`src/rtl/cfgl_pkg.sv`:
```
package cfgl_pkg;

    localparam int BYTE_W = 8;

    typedef enum logic [3:0] {
        ST_IDLE,
        ST_PROG_LOW,
        ST_PROG_HOLD,
        ST_INIT_RISE,
        ST_FETCH,
        ST_SHIFT,
        ST_FLUSH,
        ST_OK,
        ST_FAIL
    } ld_state_e;

    typedef struct packed {
        logic crc;
        logic init_fall;
        logic init_rise;
        logic done_to;
    } ld_err_t;

    // states in which the stage timeout counter runs
    function automatic logic is_timed(ld_state_e s);
        return (s == ST_PROG_LOW) || (s == ST_INIT_RISE) || (s == ST_FLUSH);
    endfunction

    // states in which a new start is accepted
    function automatic logic is_rest(ld_state_e s);
        return (s == ST_IDLE) || (s == ST_OK) || (s == ST_FAIL);
    endfunction

endpackage

```
`src/rtl/cfgl_tick_gen.sv`:
```
module cfgl_tick_gen #(
    parameter int HP_W = 8
) (
    input  logic            clk,
    input  logic            rst,
    input  logic            run,
    input  logic [HP_W-1:0] half_period,
    output logic            tick
);
    logic [HP_W-1:0] cnt;
    logic [HP_W-1:0] last;

    assign last = (half_period == '0) ? '0 : half_period - HP_W'(1);
    assign tick = run && (cnt == last);

    always_ff @(posedge clk) begin
        if (rst || !run || tick) cnt <= '0;
        else                     cnt <= cnt + HP_W'(1);
    end

    p_tick_window_r5: assert property (@(posedge clk) disable iff (rst)
        run |-> (cnt <= last));
endmodule

```
`src/rtl/cfgl_cycle_timer.sv`:
```
module cfgl_cycle_timer #(
    parameter int LIMIT = 16
) (
    input  logic clk,
    input  logic rst,
    input  logic en,
    output logic expired
);
    localparam int W = $clog2(LIMIT + 1);

    logic [W-1:0] cnt;

    assign expired = en && (cnt == W'(LIMIT - 1));

    always_ff @(posedge clk) begin
        if (rst || !en) cnt <= '0;
        else            cnt <= cnt + W'(1);
    end

    p_timer_bound_r1: assert property (@(posedge clk) disable iff (rst)
        en |-> (cnt < W'(LIMIT)));
endmodule

```
`src/rtl/cfgl_bit_shifter.sv`:
```
module cfgl_bit_shifter
    import cfgl_pkg::*;
(
    input  logic              clk,
    input  logic              rst,
    input  logic              prime,
    input  logic              load,
    input  logic [BYTE_W-1:0] load_byte,
    input  logic              tick,
    input  logic              run_shift,
    input  logic              run_flush,
    output logic              cclk,
    output logic              din,
    output logic              byte_end
);
    localparam int CW = $clog2(BYTE_W + 1);

    logic [BYTE_W-1:0] shreg;
    logic [CW-1:0]     nsent;

    assign byte_end = run_shift && tick && cclk && (nsent == CW'(BYTE_W));

    always_ff @(posedge clk) begin
        if (rst) begin
            shreg <= '0;
            nsent <= '0;
            cclk  <= 1'b1;
            din   <= 1'b1;
        end else if (prime) begin
            // park the clock high; data is left alone so no edge sees it move
            cclk  <= 1'b1;
            nsent <= '0;
        end else if (load) begin
            shreg <= load_byte;
            din   <= load_byte[BYTE_W-1];
            cclk  <= 1'b0;
            nsent <= '0;
        end else if (run_shift && tick) begin
            if (!cclk) begin
                cclk  <= 1'b1;
                nsent <= nsent + CW'(1);
            end else if (nsent != CW'(BYTE_W)) begin
                cclk  <= 1'b0;
                din   <= shreg[BYTE_W-2];
                shreg <= shreg << 1;
            end
        end else if (run_flush) begin
            din <= 1'b1;
            if (tick) cclk <= ~cclk;
        end
    end

    p_din_setup_r5: assert property (@(posedge clk) disable iff (rst)
        $rose(cclk) |-> $stable(din));
endmodule

```
`src/rtl/serial_cfg_loader.sv`:
```
module serial_cfg_loader
    import cfgl_pkg::*;
#(
    parameter int CNT_W         = 16,
    parameter int HP_W          = 8,
    parameter int TIMEOUT_CYC   = 500000,
    parameter int PROG_HOLD_CYC = 4
) (
    input  logic              clk,
    input  logic              rst,
    input  logic              start,
    input  logic [CNT_W-1:0]  byte_count,
    input  logic [HP_W-1:0]   half_period,
    input  logic              s_valid,
    input  logic [BYTE_W-1:0] s_data,
    output logic              s_ready,
    input  logic              init_n_i,
    input  logic              done_i,
    output logic              prog_n_o,
    output logic              cclk_o,
    output logic              din_o,
    output logic              busy_o,
    output logic              ok_o,
    output logic              fail_o,
    output logic              err_crc_o,
    output logic              err_init_fall_o,
    output logic              err_init_rise_o,
    output logic              err_done_o
);
    ld_state_e        state, nxt;
    ld_err_t          err_q, err_nxt;
    logic [CNT_W-1:0] remaining;

    logic start_ok, crc_cond, accept;
    logic wait_exp, hold_exp, tick, byte_end;

    assign start_ok = start && is_rest(state);
    assign crc_cond = !init_n_i && !done_i;
    assign s_ready  = (state == ST_FETCH) && (remaining != '0) && !crc_cond;
    assign accept   = s_ready && s_valid;

    cfgl_cycle_timer #(.LIMIT(TIMEOUT_CYC)) u_stage_timer (
        .clk(clk), .rst(rst), .en(is_timed(state)), .expired(wait_exp)
    );

    cfgl_cycle_timer #(.LIMIT(PROG_HOLD_CYC)) u_hold_timer (
        .clk(clk), .rst(rst), .en(state == ST_PROG_HOLD), .expired(hold_exp)
    );

    cfgl_tick_gen #(.HP_W(HP_W)) u_tick (
        .clk(clk), .rst(rst),
        .run((state == ST_SHIFT) || (state == ST_FLUSH)),
        .half_period(half_period), .tick(tick)
    );

    cfgl_bit_shifter u_shift (
        .clk(clk), .rst(rst),
        .prime(start_ok), .load(accept), .load_byte(s_data),
        .tick(tick),
        .run_shift(state == ST_SHIFT), .run_flush(state == ST_FLUSH),
        .cclk(cclk_o), .din(din_o), .byte_end(byte_end)
    );

    always_comb begin
        nxt     = state;
        err_nxt = err_q;
        unique case (state)
            ST_IDLE, ST_OK, ST_FAIL: begin
                if (start) begin
                    nxt     = ST_PROG_LOW;
                    err_nxt = '0;
                end
            end
            ST_PROG_LOW: begin
                if (!init_n_i) nxt = ST_PROG_HOLD;
                else if (wait_exp) begin
                    nxt = ST_FAIL;
                    err_nxt.init_fall = 1'b1;
                end
            end
            ST_PROG_HOLD: begin
                if (hold_exp) nxt = ST_INIT_RISE;
            end
            ST_INIT_RISE: begin
                if (init_n_i) nxt = ST_FETCH;
                else if (wait_exp) begin
                    nxt = ST_FAIL;
                    err_nxt.init_rise = 1'b1;
                end
            end
            ST_FETCH: begin
                if (remaining == '0) nxt = ST_FLUSH;
                else if (crc_cond) begin
                    nxt = ST_FAIL;
                    err_nxt.crc = 1'b1;
                end else if (s_valid) nxt = ST_SHIFT;
            end
            ST_SHIFT: begin
                if (byte_end) nxt = ST_FETCH;
            end
            ST_FLUSH: begin
                if (done_i) nxt = ST_OK;
                else if (wait_exp) begin
                    nxt = ST_FAIL;
                    err_nxt.done_to = 1'b1;
                end
            end
            default: nxt = ST_IDLE;
        endcase
    end

    always_ff @(posedge clk) begin
        if (rst) begin
            state     <= ST_IDLE;
            err_q     <= '0;
            remaining <= '0;
        end else begin
            state <= nxt;
            err_q <= err_nxt;
            if (start_ok)    remaining <= byte_count;
            else if (accept) remaining <= remaining - CNT_W'(1);
        end
    end

    assign prog_n_o        = !((state == ST_PROG_LOW) || (state == ST_PROG_HOLD));
    assign busy_o          = !is_rest(state);
    assign ok_o            = (state == ST_OK);
    assign fail_o          = (state == ST_FAIL);
    assign err_crc_o       = err_q.crc;
    assign err_init_fall_o = err_q.init_fall;
    assign err_init_rise_o = err_q.init_rise;
    assign err_done_o      = err_q.done_to;

    p_prog_after_start_r1: assert property (@(posedge clk) disable iff (rst)
        $fell(prog_n_o) |-> $past(start));

    p_crc_cause_r4: assert property (@(posedge clk) disable iff (rst)
        $rose(err_crc_o) |-> $past(!init_n_i && !done_i));

    p_take_once_r6: assert property (@(posedge clk) disable iff (rst)
        (s_valid && s_ready) |=> !s_ready);

    p_flush_high_r7: assert property (@(posedge clk) disable iff (rst)
        ((state == ST_FLUSH) && $rose(cclk_o)) |-> din_o);

    p_ok_after_done_r7: assert property (@(posedge clk) disable iff (rst)
        $rose(ok_o) |-> $past(done_i));

    p_fail_has_cause_r8: assert property (@(posedge clk) disable iff (rst)
        $rose(fail_o) |-> ($countones(err_q) == 1));

    p_start_ignored_r9: assert property (@(posedge clk) disable iff (rst)
        (busy_o && start) |=> $stable(prog_n_o) || (state != ST_PROG_LOW));
endmodule

```
`config.mk`:
```
export PLATFORM = sky130hd
export DESIGN_NAME = serial_cfg_loader
export DESIGN_NICKNAME = d
export VERILOG_FILES = /design/src/rtl/cfgl_pkg.sv /design/src/rtl/cfgl_tick_gen.sv /design/src/rtl/cfgl_cycle_timer.sv /design/src/rtl/cfgl_bit_shifter.sv /design/src/rtl/serial_cfg_loader.sv
export SDC_FILE = /design/constraint.sdc
export NUM_CORES = 1
export LEC_CHECK = 0
export ABC_AREA = 1
export CAP_MARGIN = 10
export CORE_UTILIZATION = 55
export CTS_CLUSTER_DIAMETER = 200
export DETAILED_ROUTE_END_ITERATION = 10
export DONT_BUFFER_PORTS = 1
export MAX_ROUTING_LAYER = met4
export PLACE_DENSITY_LB_ADDON = 0.15
export REMOVE_ABC_BUFFERS = 1
export SETUP_SLACK_MARGIN = 0.15
export SLEW_MARGIN = 20
export SYNTH_ARGS = -nofsm -noshare
export SYNTH_HDL_FRONTEND = slang
export SYNTH_SLANG_ARGS = --single-unit
```
`constraint.sdc`:
```
create_clock -name clk -period 5.1 [get_ports clk]
set_clock_uncertainty 0.2 [all_clocks]
set_input_delay 0.51 -clock clk [delete_from_list [all_inputs] [get_ports clk]]
set_output_delay 0.51 -clock clk [all_outputs]
set_load 0.05 [all_outputs]
```
==> metrics.txt <==
run status finished, final reports clean; Global Route met3 Usage 0.09005; Tcrit/Tclk final 0.5806; drt pass-1 iters 5; mapped cell area 4010 um2; unrepaired setup endpoints after global routing no; Leak 1.829 nW; fin crit period 2961 ps; routed vias 3851; met2 Use GR 0.4176; final wirelength 9006 um; Wirelength per Cell 12.53 um; CTS tree done; Sum Neg Setup Slack 0 ps; # diodes 0; CTS Buf Count 9; grt total ovfl 0; FILL cells 685; R2R depth 10; reg2reg setup slack 2140 ps; # DRC 0; first-pass GRT wire length 14850 um; Most Crowded Layer GR met2; main combinational cell family by area after synthesis simple AND/OR/NAND/NOR gates; final setup fails 0; Max Fclk 337.7 MHz; worst skew pair latency 350 ps; core area 6907 um2; Min-Delay Path Class in2reg; Post-Syn Instances 617; CP Max Fanout 25; hpwl dp 6808 um; maximum buffer depth of the clock tree 2; hold wc startpoint rst; Yosys reg bits 67; TritonCTS Sinks 67; post-synthesis compound-gate area fraction 0.1317; starting DRC count in detailed routing 207; Reg-to-Reg End u_shift.nsent[1]; vias in the first global route 3469; Post-Synth XOR/XNOR Area 0.03058; Syn-to-layout area delta 7.207%; max cap viols 0; most common cell after layout, fill and taps aside nand2_1; Die X 87.39 um; hold_buf cts 0; H-tree levels 3; setup slack after layout 2139 ps; dpl ws 2190 ps; commonest cells after routing, fill and taps aside nand2_1 (138), nor2_1 (91), inv_1 (76), dfxtp_1 (67), nand3_1 (46); via density per instance 5.356; Critical Setup Path Class reg2reg; Routability Congestion 0.9578; Hold Path Stages 1; num rows 30; Simple-Gate Fraction of Synth Area 0.3794; Worst Path Arrival 3040 ps; Rel. slew slack 0.3933; synth unique cells 44; maximum vdd drop 0.2137 mV; layout cell share with drive strength beyond 1 0.08828; Ys Warns 0; PD cells 444.2 nW/um2; data required time at the worst endpoint 5180 ps; Hold Fails Final Rpt 0; RR Startpoint state[1]; largest net degree at the start of global routing 30; Starting Density 0.5806; I/O Buffers 0; Synth Area in Adders 0.02496; CTS clk-pin slew, worst paths 70 ps; Post-CTS Setup Inserts 0; root buffer cell clkbuf_8; Max Slew Vio Count 0; nets 664; Seq/Total Area, Yosys 0.3345; DIE AREA 7636 um2; initial antenna violation count 0; routing usage on met1 0.2823; synthesized area per cell 6.499 um2; Hold Path Sink u_shift.shreg[0]; Total GRT Usage 0.2547; Die H 87.39 um; Setup crit start kind flip-flop; Final ANT Viol Nets 0; num ports 49; worst slew pin tran 906.6 ps; post_cts resized 0; mux share of post-synthesis cell area 0.002496; Crit. End Element flip-flop
sequential cells by signal (all words and copies together) (netlist names):
register	flops
err_crc_o	1
err_done_o	1
err_init_fall_o	1
err_init_rise_o	1
remaining	16
state	4
u_hold_timer.cnt	3
u_shift.cclk	1
u_shift.din	1
u_shift.nsent	4
u_shift.shreg	7
u_stage_timer.cnt	19
u_tick.cnt	8
metrics by stage:
step           hold slack (ps)  cells  total power [mW]  utilization  area [um2]
2_1_floorplan            199.0    606             1.277            -        3951
3_3_place_gp             207.6    703             1.410       0.5913        4084
3_5_place_dp             224.4    703             1.426       0.5913        4084
4_1_cts                  5.961    719             1.914       0.6225        4299
5_1_grt                  9.341    719             2.043       0.6225        4299
6_report                 22.60    719             1.910       0.6225        4299
cell families (layout without fill, tap and decap cells):
family,Yosys count,after routing
AO/OA/AOI/OAI,92,92
XOR/XNOR,14,14
adder cells (fa/ha/maj),8,8
buffers and inverters,97,103
flip-flops,67,67
multiplexers,1,1
AND/OR/NAND/NOR,338,338
critical path: stages, from the launching register on:
cell	delay [ps]
dfxtp_1	480
nor2_1	80
inv_1	120
o21ai_1	120
nand2_1	590
inv_1	430
nor2_4	290
nand2_2	170
inv_1	190
o21ai_0	110
a21oi_1	110
cell type report:
cell class | instances | area [um2] | area share
clock inverter | 7 | 91.34 | 0.02125
timing repair buffer | 1 | 7.507 | 0.001746
inverter | 86 | 327.8 | 0.07625
tap | 96 | 120.1 | 0.02794
multi-input combinational | 453 | 2287 | 0.5320
sequential | 67 | 1341 | 0.3120
clock buffer | 9 | 123.9 | 0.02881
Yosys cell counts (all sizes together):
cell	number	area share
a31oi	3	0.0047
o211ai	3	0.0056
xnor2	1	0.0022
nand3	50	0.067
dfxtp	67	0.33
nor4	3	0.0047
nor3	18	0.022
a221oi	2	0.0044
inv	83	0.078
nand4	9	0.016
or2	3	0.0047
a32o	1	0.0025
nor4b	1	0.0022
buf	5	0.0090
a311oi	1	0.0022
a21oi	28	0.035
a31o	1	0.0022
ha	8	0.025
clkbuf	6	0.0056
xor2	13	0.028
mux2i	1	0.0025
o21a	1	0.0019
o22ai	5	0.0078
o221ai	1	0.0022
nand2	147	0.15
and3	1	0.0016
o21bai	1	0.0019
nor2	101	0.11
clkinv	3	0.0041
o21ai	41	0.054
nor3b	5	0.0094
a211oi	4	0.0075
power by group:
group / leakage [nW] / internal, mW / switching, mW
registers: 0.544 / 0.602 / 0.107
logic: 1.18 / 0.233 / 0.484
clock network: 0.109 / 0.274 / 0.209
total: 1.83 / 1.11 / 0.801
worst max-delay path by stage:
stage              startpoint                to  slack (ps)  cells past startpoint
2_1_floorplan  half_period[0]          state[0]        2700                     15
3_3_place_gp         state[2]      remaining[2]        2290                     11
3_5_place_dp         state[2]      remaining[8]        2190                     11
4_1_cts              state[2]      remaining[8]        2190                     11
5_1_grt              state[2]     remaining[15]        1860                     11
6_report             state[1]  u_shift.nsent[1]        2140                     10
routing by layer:
layer | wire [um] | vias up | part of all wire
met4 | 161 | 0 | 0.018
met3 | 655 | 19 | 0.073
li1 | - | 2010 | -
met2 | 4193 | 100 | 0.47
met1 | 3995 | 1722 | 0.44
met5 | 0 | - | 0
Power figures use the tool's default switching activity.
